--- config.mk ---
export PLATFORM = sky130hd
export DESIGN_NAME = pmu_wake_ctrl
export DESIGN_NICKNAME = d
export VERILOG_FILES = /design/src/rtl/pmu_wake_pkg.sv /design/src/rtl/pmu_sync_edge.sv /design/src/rtl/pmu_wake_flags.sv /design/src/rtl/pmu_mode_ctrl.sv /design/src/rtl/pmu_wake_ctrl.sv
export SDC_FILE = /design/constraint.sdc
export NUM_CORES = 1
export LEC_CHECK = 0
export BUFFER_PORTS_ARGS = -buffer_cell sky130_fd_sc_hd__buf_2
export CAP_MARGIN = 25
export CORE_ASPECT_RATIO = 1.1
export CORE_MARGIN = 2
export CORE_UTILIZATION = 35
export CTS_CLUSTER_DIAMETER = 120
export DETAILED_ROUTE_END_ITERATION = 10
export PLACE_DENSITY = 0.57
export SYNTH_ARGS = -nofsm -noshare
export SYNTH_HDL_FRONTEND = slang
export SYNTH_SLANG_ARGS = --single-unit
--- constraint.sdc ---
create_clock -name clk -period 3.25 [get_ports clk]
set_clock_uncertainty 0.1 [all_clocks]
set_input_delay 0.325 -clock clk [delete_from_list [all_inputs] [get_ports clk]]
set_output_delay 0.325 -clock clk [all_outputs]
set_load 0.01 [all_outputs]
--- src/rtl/pmu_wake_pkg.sv ---
package pmu_wake_pkg;

   localparam int REG_W       = 8;
   localparam int NUM_SRC     = 5;
   localparam int NUM_EN      = 4;

   localparam int BIT_SLEEP   = 7;
   localparam int BIT_SUSPEND = 6;
   localparam int BIT_CLEAR   = 5;

   localparam int SRC_RSTPIN  = 4;
   localparam int SRC_OSCFAIL = 3;
   localparam int SRC_ALARM   = 2;
   localparam int SRC_PMATCH  = 1;
   localparam int SRC_CMP     = 0;

   typedef enum logic [1:0] {
      PM_ACTIVE  = 2'd0,
      PM_SLEEP   = 2'd1,
      PM_SUSPEND = 2'd2
   } pm_state_e;

endpackage

--- src/rtl/pmu_sync_edge.sv ---
module pmu_sync_edge #(
   parameter int STAGES  = 2,
   parameter bit FALLING = 1'b0,
   parameter bit IDLE    = 1'b0
) (
   input  logic clk,
   input  logic rst_n,
   input  logic async_i,
   output logic edge_o
);

   logic [STAGES-1:0] shift_q;
   logic              prev_q;
   logic              sync_lvl;

   assign sync_lvl = shift_q[STAGES-1];

   always_ff @(posedge clk or negedge rst_n) begin
      if (!rst_n) begin
         shift_q <= {STAGES{IDLE}};
         prev_q  <= IDLE;
      end else begin
         shift_q <= {shift_q[STAGES-2:0], async_i};
         prev_q  <= sync_lvl;
      end
   end

   generate
      if (FALLING) begin : g_fall
         assign edge_o = prev_q & ~sync_lvl;
      end else begin : g_rise
         assign edge_o = ~prev_q & sync_lvl;
      end
   endgenerate

endmodule

--- src/rtl/pmu_wake_flags.sv ---
module pmu_wake_flags #(
   parameter int               NSRC      = 5,
   parameter logic [NSRC-1:0]  RST_FLAGS = '0
) (
   input  logic            clk,
   input  logic            rst_n,
   input  logic            clear_i,
   input  logic [NSRC-1:0] event_i,
   output logic [NSRC-1:0] flags_o
);

   logic [NSRC-1:0] flags_q;
   logic [NSRC-1:0] flags_d;

   // set dominates clear, bit by bit
   generate
      for (genvar i = 0; i < NSRC; i++) begin : g_bit
         always_comb begin
            if (event_i[i])
               flags_d[i] = 1'b1;
            else if (clear_i)
               flags_d[i] = 1'b0;
            else
               flags_d[i] = flags_q[i];
         end
      end
   endgenerate

   always_ff @(posedge clk or negedge rst_n) begin
      if (!rst_n)
         flags_q <= RST_FLAGS;
      else
         flags_q <= flags_d;
   end

   assign flags_o = flags_q;

endmodule

--- src/rtl/pmu_mode_ctrl.sv ---
module pmu_mode_ctrl
   import pmu_wake_pkg::*;
#(
   parameter int MASK_CYCLES = 2
) (
   input  logic               clk,
   input  logic               rst_n,
   input  logic               wr_i,
   input  logic [REG_W-1:0]   wdata_i,
   input  logic [NUM_SRC-1:0] flags_i,
   input  logic [NUM_SRC-1:0] event_i,
   output pm_state_e          state_o,
   output logic               wake_o,
   output logic               mask_o
);

   localparam int CNT_W = $clog2(MASK_CYCLES + 1);
   localparam logic [CNT_W-1:0] CNT_LOAD = CNT_W'(MASK_CYCLES);

   pm_state_e            state_q, state_d;
   logic [NUM_EN-1:0]    en_q;
   logic [CNT_W-1:0]     mask_q, mask_d;
   logic                 wake_d;
   logic [NUM_SRC-1:0]   pending;
   logic                 wake_cond;
   logic                 any_flag;
   logic                 want_sleep;
   logic                 want_suspend;

   assign pending   = flags_i | event_i;
   assign wake_cond = (|(pending[NUM_EN-1:0] & en_q)) | pending[SRC_RSTPIN];
   assign any_flag  = |flags_i;
   assign want_sleep   = wr_i && wdata_i[BIT_SLEEP];
   assign want_suspend = wr_i && wdata_i[BIT_SUSPEND];

   always_comb begin
      state_d = state_q;
      wake_d  = 1'b0;
      mask_d  = (mask_q != '0) ? mask_q - 1'b1 : mask_q;
      unique case (state_q)
         PM_ACTIVE: begin
            if (!any_flag) begin
               if (want_sleep)
                  state_d = PM_SLEEP;
               else if (want_suspend)
                  state_d = PM_SUSPEND;
            end
         end
         PM_SLEEP: begin
            if (wake_cond) begin
               state_d = PM_ACTIVE;
               wake_d  = 1'b1;
            end
         end
         PM_SUSPEND: begin
            if (wake_cond) begin
               state_d = PM_ACTIVE;
               wake_d  = 1'b1;
               mask_d  = CNT_LOAD;
            end
         end
         default: state_d = PM_ACTIVE;
      endcase
   end

   always_ff @(posedge clk or negedge rst_n) begin
      if (!rst_n) begin
         state_q <= PM_ACTIVE;
         en_q    <= '0;
         wake_o  <= 1'b0;
         mask_q  <= '0;
      end else begin
         state_q <= state_d;
         wake_o  <= wake_d;
         mask_q  <= mask_d;
         if (wr_i)
            en_q <= wdata_i[NUM_EN-1:0];
      end
   end

   assign state_o = state_q;
   assign mask_o  = (mask_q != '0);

endmodule

--- src/rtl/pmu_wake_ctrl.sv ---
module pmu_wake_ctrl
   import pmu_wake_pkg::*;
#(
   parameter logic [4:0] RST_FLAGS   = 5'b00000,
   parameter int         SYNC_STAGES = 2,
   parameter int         MASK_CYCLES = 2
) (
   input  logic       clk,
   input  logic       rst_n,
   input  logic       reg_wr,
   input  logic [7:0] reg_wdata,
   output logic [7:0] reg_rdata,
   input  logic       rst_pin_i,
   input  logic       osc_fail_i,
   input  logic       alarm_i,
   input  logic       port_match_i,
   input  logic       cmp_i,
   output logic       sleep_req_o,
   output logic       suspend_req_o,
   output logic       wake_o
);

   localparam int PAD_W = REG_W - NUM_SRC;

   generate
      if (SYNC_STAGES < 2) begin : g_chk_sync
         $error("SYNC_STAGES must be at least 2");
      end
      if (MASK_CYCLES < 1) begin : g_chk_mask
         $error("MASK_CYCLES must be at least 1");
      end
      if (PAD_W != 3) begin : g_chk_layout
         $error("register layout needs three command bits above the flags");
      end
   endgenerate

   logic [NUM_SRC-1:0] events;
   logic [NUM_SRC-1:0] flags;
   logic               cmp_rise;
   logic               pin_fall;
   logic               clr;
   logic               mask_act;
   pm_state_e          state;

   pmu_sync_edge #(.STAGES(SYNC_STAGES), .FALLING(1'b0), .IDLE(1'b0)) u_cmp_sync (
      .clk     (clk),
      .rst_n   (rst_n),
      .async_i (cmp_i),
      .edge_o  (cmp_rise)
   );

   pmu_sync_edge #(.STAGES(SYNC_STAGES), .FALLING(1'b1), .IDLE(1'b1)) u_pin_sync (
      .clk     (clk),
      .rst_n   (rst_n),
      .async_i (rst_pin_i),
      .edge_o  (pin_fall)
   );

   always_comb begin
      events              = '0;
      events[SRC_RSTPIN]  = pin_fall;
      events[SRC_OSCFAIL] = osc_fail_i;
      events[SRC_ALARM]   = alarm_i;
      events[SRC_PMATCH]  = port_match_i;
      events[SRC_CMP]     = cmp_rise;
   end

   assign clr = reg_wr && reg_wdata[BIT_CLEAR];

   pmu_wake_flags #(.NSRC(NUM_SRC), .RST_FLAGS(RST_FLAGS)) u_flags (
      .clk     (clk),
      .rst_n   (rst_n),
      .clear_i (clr),
      .event_i (events),
      .flags_o (flags)
   );

   pmu_mode_ctrl #(.MASK_CYCLES(MASK_CYCLES)) u_mode (
      .clk     (clk),
      .rst_n   (rst_n),
      .wr_i    (reg_wr),
      .wdata_i (reg_wdata),
      .flags_i (flags),
      .event_i (events),
      .state_o (state),
      .wake_o  (wake_o),
      .mask_o  (mask_act)
   );

   assign sleep_req_o   = (state == PM_SLEEP);
   assign suspend_req_o = (state == PM_SUSPEND);
   assign reg_rdata     = {{PAD_W{1'b0}}, (mask_act ? {NUM_SRC{1'b0}} : flags)};

endmodule

**Word-level counts from Yosys, hierarchy flattened**

Cells that the tools add are included.

- Register bits: 20
- Input port bits: 16
- Logic and storage cells: 57

- $add $sub $neg: 1
- Eq/ne operators: 5
- Mux-type cells: 17
- Bitwise gates (word level): 7
- Reductions and logical operators: 14

Operator list:

| kind | count |
|---|---|
| two-way mux 2 bit | 7 |
| nonzero test 2 bit | 6 |
| two-way mux 1 bit | 8 |
| two-way mux 5 bit | 1 |
| OR 5 bit | 1 |
| OR reduction 5 bit | 1 |
| AND 4 bit | 1 |
| one-hot mux 2 bit (2 select lines) | 1 |
| OR reduction 4 bit | 1 |
| logical AND 1 bit | 3 |
| != test 3 x 1 -> 1 bit, second input constant | 1 |
| AND reduction 3 bit | 1 |
| AND 1 bit | 2 |
| == test 2 x 1 -> 1 bit, second input constant | 1 |
| == test 2 bit, second input constant | 1 |
| zero test 2 bit | 1 |
| != test 2 x 1 -> 1 bit, second input constant | 1 |
| != test 2 bit, second input constant | 1 |
| inverter 1 bit | 2 |
| OR reduction 2 bit | 1 |
| subtractor 2 x 1 -> 2 bit, second input constant | 1 |
| OR 1 bit | 1 |

**Depth between registers and ports, before layout**

- Depth after elaboration: 8
- Mapped depth: 6

**Modules after synthesis**

Synthesis repeated with hierarchy kept, for this count alone.

- Cells, all modules: 73
- Area total of the unflattened synthesis: 894.6 um^2

By module, submodules not included:

| module | instances | cells each | area each (um^2) | seq. area each (um^2) |
|---|---|---|---|---|
| pmu_mode_ctrl | 1 | 42 | 467.9 | 225.2 |
| pmu_wake_flags | 1 | 11 | 166.4 | 125.1 |
| pmu_sync_edge (u_pin_sync) | 1 | 4 | 92.6 | 78.8 |
| pmu_sync_edge (u_cmp_sync) | 1 | 4 | 88.8 | 75.1 |
| pmu_wake_ctrl | 1 | 12 | 78.8 | 0.0 |

**Least setup slack after synthesis**

OpenSTA, ideal clock, no wires.

- Path type: reg2reg
- Start point: reg u_flags.flags_q[3] (netlist: u_flags.flags_o[3])
- End point: reg u_mode.state_q[1] (netlist: u_mode.state_o[1])
- Library setup time: 0.080 ns
- Arrival time: 1.636 ns
- Path slack: 1.433 ns
- Stages on the path, launching flop included: 5
- Path buffers: 0
- Clock period less this slack: 1.817 ns
- Cells stage by stage: dfrtp_1 or4_4 or3_4 a211o_1 o211ai_2

- Word-level cells in the longest chain between the ends: 6
- Elaborated cells on any way between the ends: 8
- Those cells by class: 2 x eq/ne; 3 x bitwise; 3 x reduce/logical

Ends and longest elaborated chain:

| element | line | RTL |
|---|---|---|
| start: declaration | pmu_wake_flags.sv:12 | `logic [NSRC-1:0] flags_q;` |
| start signal: assignment | pmu_wake_flags.sv:33 | `flags_q <= flags_d;` |
| OR 5 bit | pmu_mode_ctrl.sv:30 | `assign pending = flags_i \| event_i;` |
| AND 4 bit | pmu_mode_ctrl.sv:31 | `assign wake_cond = (\|(pending[NUM_EN-1:0] & en_q)) \| pending[SRC_RSTPIN];` |
| OR reduction 4 bit | pmu_mode_ctrl.sv:31 |  |
| OR 1 bit | pmu_mode_ctrl.sv:31 |  |
| != test 2 x 1 -> 1 bit (no line) | n/a |  |
| AND reduction 3 bit (no line) (*) | n/a |  |
| end signal: assignment | pmu_mode_ctrl.sv:73 | `state_q <= state_d;` |
| end: declaration | pmu_mode_ctrl.sv:20 | `pm_state_e state_q, state_d;` |

Mark *: on every way between the ends. The rest lies on a longest branch, timed or not.
A chain may end at the register's enable or synchronous reset.

**Worst setup path in the final report**

Ends and elaborated chain as after synthesis.

==> summary.txt <==
Outcome
  – Status: complete, no violations

Pwr
  – NetSw: around 0.14 mW
  – Flop pwr share: between 40% and 50%
  – Worst vdd ir: 0.388 mV
  – Clk network pwr share: 35.1%
  – Total power: 0.573 mW
  – LEAKAGE: between 0.5 and 0.6 nW
  – PwrDens: roughly 510 nW/µm²
  – Combinational share of power: 15.5%
  – Switching share of power: between 20% and 30%
  – Internal power: 0.436 mW

Logic synthesis
  – Largest family of logic cells by synthesized area: simple AND/OR/NAND/NOR gates
  – Synth Area in XOR/XNOR: 0%
  – Top FF cell, synth: dfrtp_1
  – Most common cell in the synthesized netlist: dfrtp_1
  – Number of distinct library cells after synthesis: 33
  – Post-synthesis sequential area ratio: 54.7%
  – Post-synth top area cell: dfrtp_1
  – Syn_area_per_cell: approximately 12 µm²
  – Synth area leaders: dfrtp_1, dfstp_2, mux2_2, ha_1, a21o_1
  – Synth Area in Simple Gates: 16.8%
  – Synthesized area: ~900 µm²
  – Flops & latches, synth: 20
  – Asr flop ratio synth: 100%
  – Synth Area in Compound Gates: between 10% and 20%
  – EDFF count, synth: 0
  – Top-area cell type share of the netlist area: a little under half
  – Post-synthesis cell count: 79
  – Synth Area in Adders: 4.07%
  – Mux cell area share after synthesis: under 10%
  – Yosys warns: 0

Floorplan
  – Die Width: ~53 µm
  – Die area: between 3000 and 4000 µm²
  – Standard-cell row count: 19
  – Initial Utilization: a little under two fifths
  – Core ar.: about 2500 µm²
  – I/O Pins: 27
  – Die Ht: 57.8 µm

Route
  – DR vias/cell: 4.88
  – DR vias: between 600 and 700
  – Residual DRC: 0
  – Detailed Route Iter0 Violations: 11
  – Drt pass-1 iters: 4
  – Remaining antenna violation count: 0
  – Total Wirelength: 1.69 mm
  – Routed len/inst: 12.4 µm

STA
  – WHS: between 20 and 25 ps
  – Setup Total Neg Slack: 0 ps
  – F_max: around 0.52 GHz
  – Period utilisation layout: between 50% and 60%
  – RSZ-0062 raised after global routing: false
  – Final setup viols: 0
  – Min cycle time layout: ~1900 ps
  – Endpoints failing hold: 0
  – Max Slew Vio Count: 0

Clocking
  – CTS H-tree lvls: 1
  – # Post-CTS Setup Buffers: 0
  – Clk slew on worst S/H paths: between 100 and 150 ps
  – TritonCTS clock tree: built
  – Inserted Clock Buffers: 3
  – Clock Path Buffers: 2
  – Later-pin clock latency in the skew report: around 300 ps
  – Root Driver: clkbuf_4
  – Total clock sinks: 20

Finish
  – Area growth syn-to-layout: 21.2%
  – Fillers: 246
  – Post-layout util: between 40% and 50%
  – Multi-input gate area: 377 µm²
  – Layout cells sized above 1: between 30% and 40%
  – Final net count: 125
  – Ant diodes: 0
  – Reg area: just over 500 µm²

Global route
  – Gr ovfl total: 0
  – Largest net degree at the start of global routing: 21
  – Total GRT Usage: around 13%
  – Initial antenna violation count: 0
  – First-pass GRT wire length: between 2 and 3 mm
  – Vias in the first global route: approximately 640

Worst hold path
  – Hold WC Path Type: primary input to flop

Setup path
  – Startpoint types: flop
  – Critical path type: flop to flop
  – Crit path max fanout: 4
  – CP Data Arrival Time: approximately 2100 ps
  – Critical Path End Type: flop
  – Req. time, crit path: 3380 ps

Placed design
  – IO buf count: 22
  – Gpl congestion: 0.784
  – HPWL Detailed: between 1 and 1.5 mm

Flow run
  – Max cap viols: 0
## power groups by stage
| stage | logic, mW | clock network, mW | registers [mW] |
|---|---|---|---|
| 2_1_floorplan | 0.0585 | 0 | 0.286 |
| 3_3_place_gp | 0.0863 | 0 | 0.288 |
| 3_5_place_dp | 0.0886 | 0 | 0.289 |
| 4_1_cts | 0.0906 | 0.206 | 0.284 |
| 5_1_grt | 0.100 | 0.216 | 0.287 |
| 6_report | 0.0886 | 0.201 | 0.284 |
## metal layers
metal / wire length (µm) / global-route usage [%]
met5: 0 / 0
met4: 10 / 5.49
met3: 101 / 3.35
met2: 789 / 18.8
met1: 786 / 17.7
## state kept, by name, summed over array words and instances (netlist names)
name / count
u_cmp_sync.shift_q: 2
u_mode.wake_o: 1
u_mode.state_o: 2
u_mode.en_q: 4
u_cmp_sync.prev_q: 1
u_pin_sync.prev_q: 1
u_flags.flags_o: 5
u_pin_sync.shift_q: 2
u_mode.mask_q: 2
## critical path, stage by stage, from the launching register on
cell and delay, ps:
dfrtp_1 430, or4_4 550, or3_4 390, a211o_1 250, o211ai_2 140
## repair_timing
| action | in CTS | in global routing |
|---|---|---|
| hold buffers | 2 | 0 |
| endpoints found under the setup margin | 0 | 0 |
| resized for setup | 0 | 0 |
| endpoints found under the hold margin | 18 | 0 |
## area by class of cell
type	instances	share of cell area (%)
Inverter	4	1.34
Multi-Input combinational cell	53	33.7
Clock buffer	3	2.02
Tap cell	31	3.47
Clock inverter	1	2.69
Timing Repair Buffer	24	11.6
Sequential cell	20	45.1
## cell families (layout without fill, tap and decap cells)
group / Yosys count / in the layout
and+or+nand+nor: 26 / 26
DFF: 20 / 20
AOI/OAI and AO/OA: 17 / 17
buffers and inverters: 8 / 32
muxes: 4 / 4
adders and majority gates: 3 / 3
other: 1 / 3
## metrics by stage
stage	instances	setup WS, ps	cell area [µm²]
after floorplan	81	1430	930
after global placement	130	1380	1040
after detailed placement	130	1350	1040
after CTS	136	1320	1120
after global routing	136	1300	1120
final	136	1330	1120
## final timing paths
kind	startpoint	endpoint	slack, ps	cells past startpoint
setup reg to reg	u_flags.flags_o[3]$_DFFE_PN0P_	u_mode.state_o[1]$_DFFE_PN0P_	1330	4
hold reg to reg	u_cmp_sync.shift_q[0]$_DFF_PN0_	u_cmp_sync.shift_q[1]$_DFF_PN0_	260	0
setup / recovery	u_flags.flags_o[3]$_DFFE_PN0P_	u_mode.state_o[1]$_DFFE_PN0P_	1330	4
hold / removal	cmp_i	u_cmp_sync.shift_q[0]$_DFF_PN0_	20	1
max in group asynchronous	rst_n	u_pin_sync.shift_q[0]$_DFF_PN1_	2340	2
min in group asynchronous	rst_n	u_cmp_sync.prev_q$_DFF_PN0_	380	2
## cell usage in the layout, fill, tap and decap left out, drive strengths merged, types with 3 or more instances in the layout
master  synthesis  layout
conb            1       3
nand3           3       3
buf             4      22
dfstp           3       3
ha              3       3
and2            5       5
clkbuf          0       3
a21o            5       5
dfrtp          17      17
mux2            4       4
nor2            4       4
o21a            4       4
inv             4       4
No activity file was read; power rests on OpenSTA's default activity.
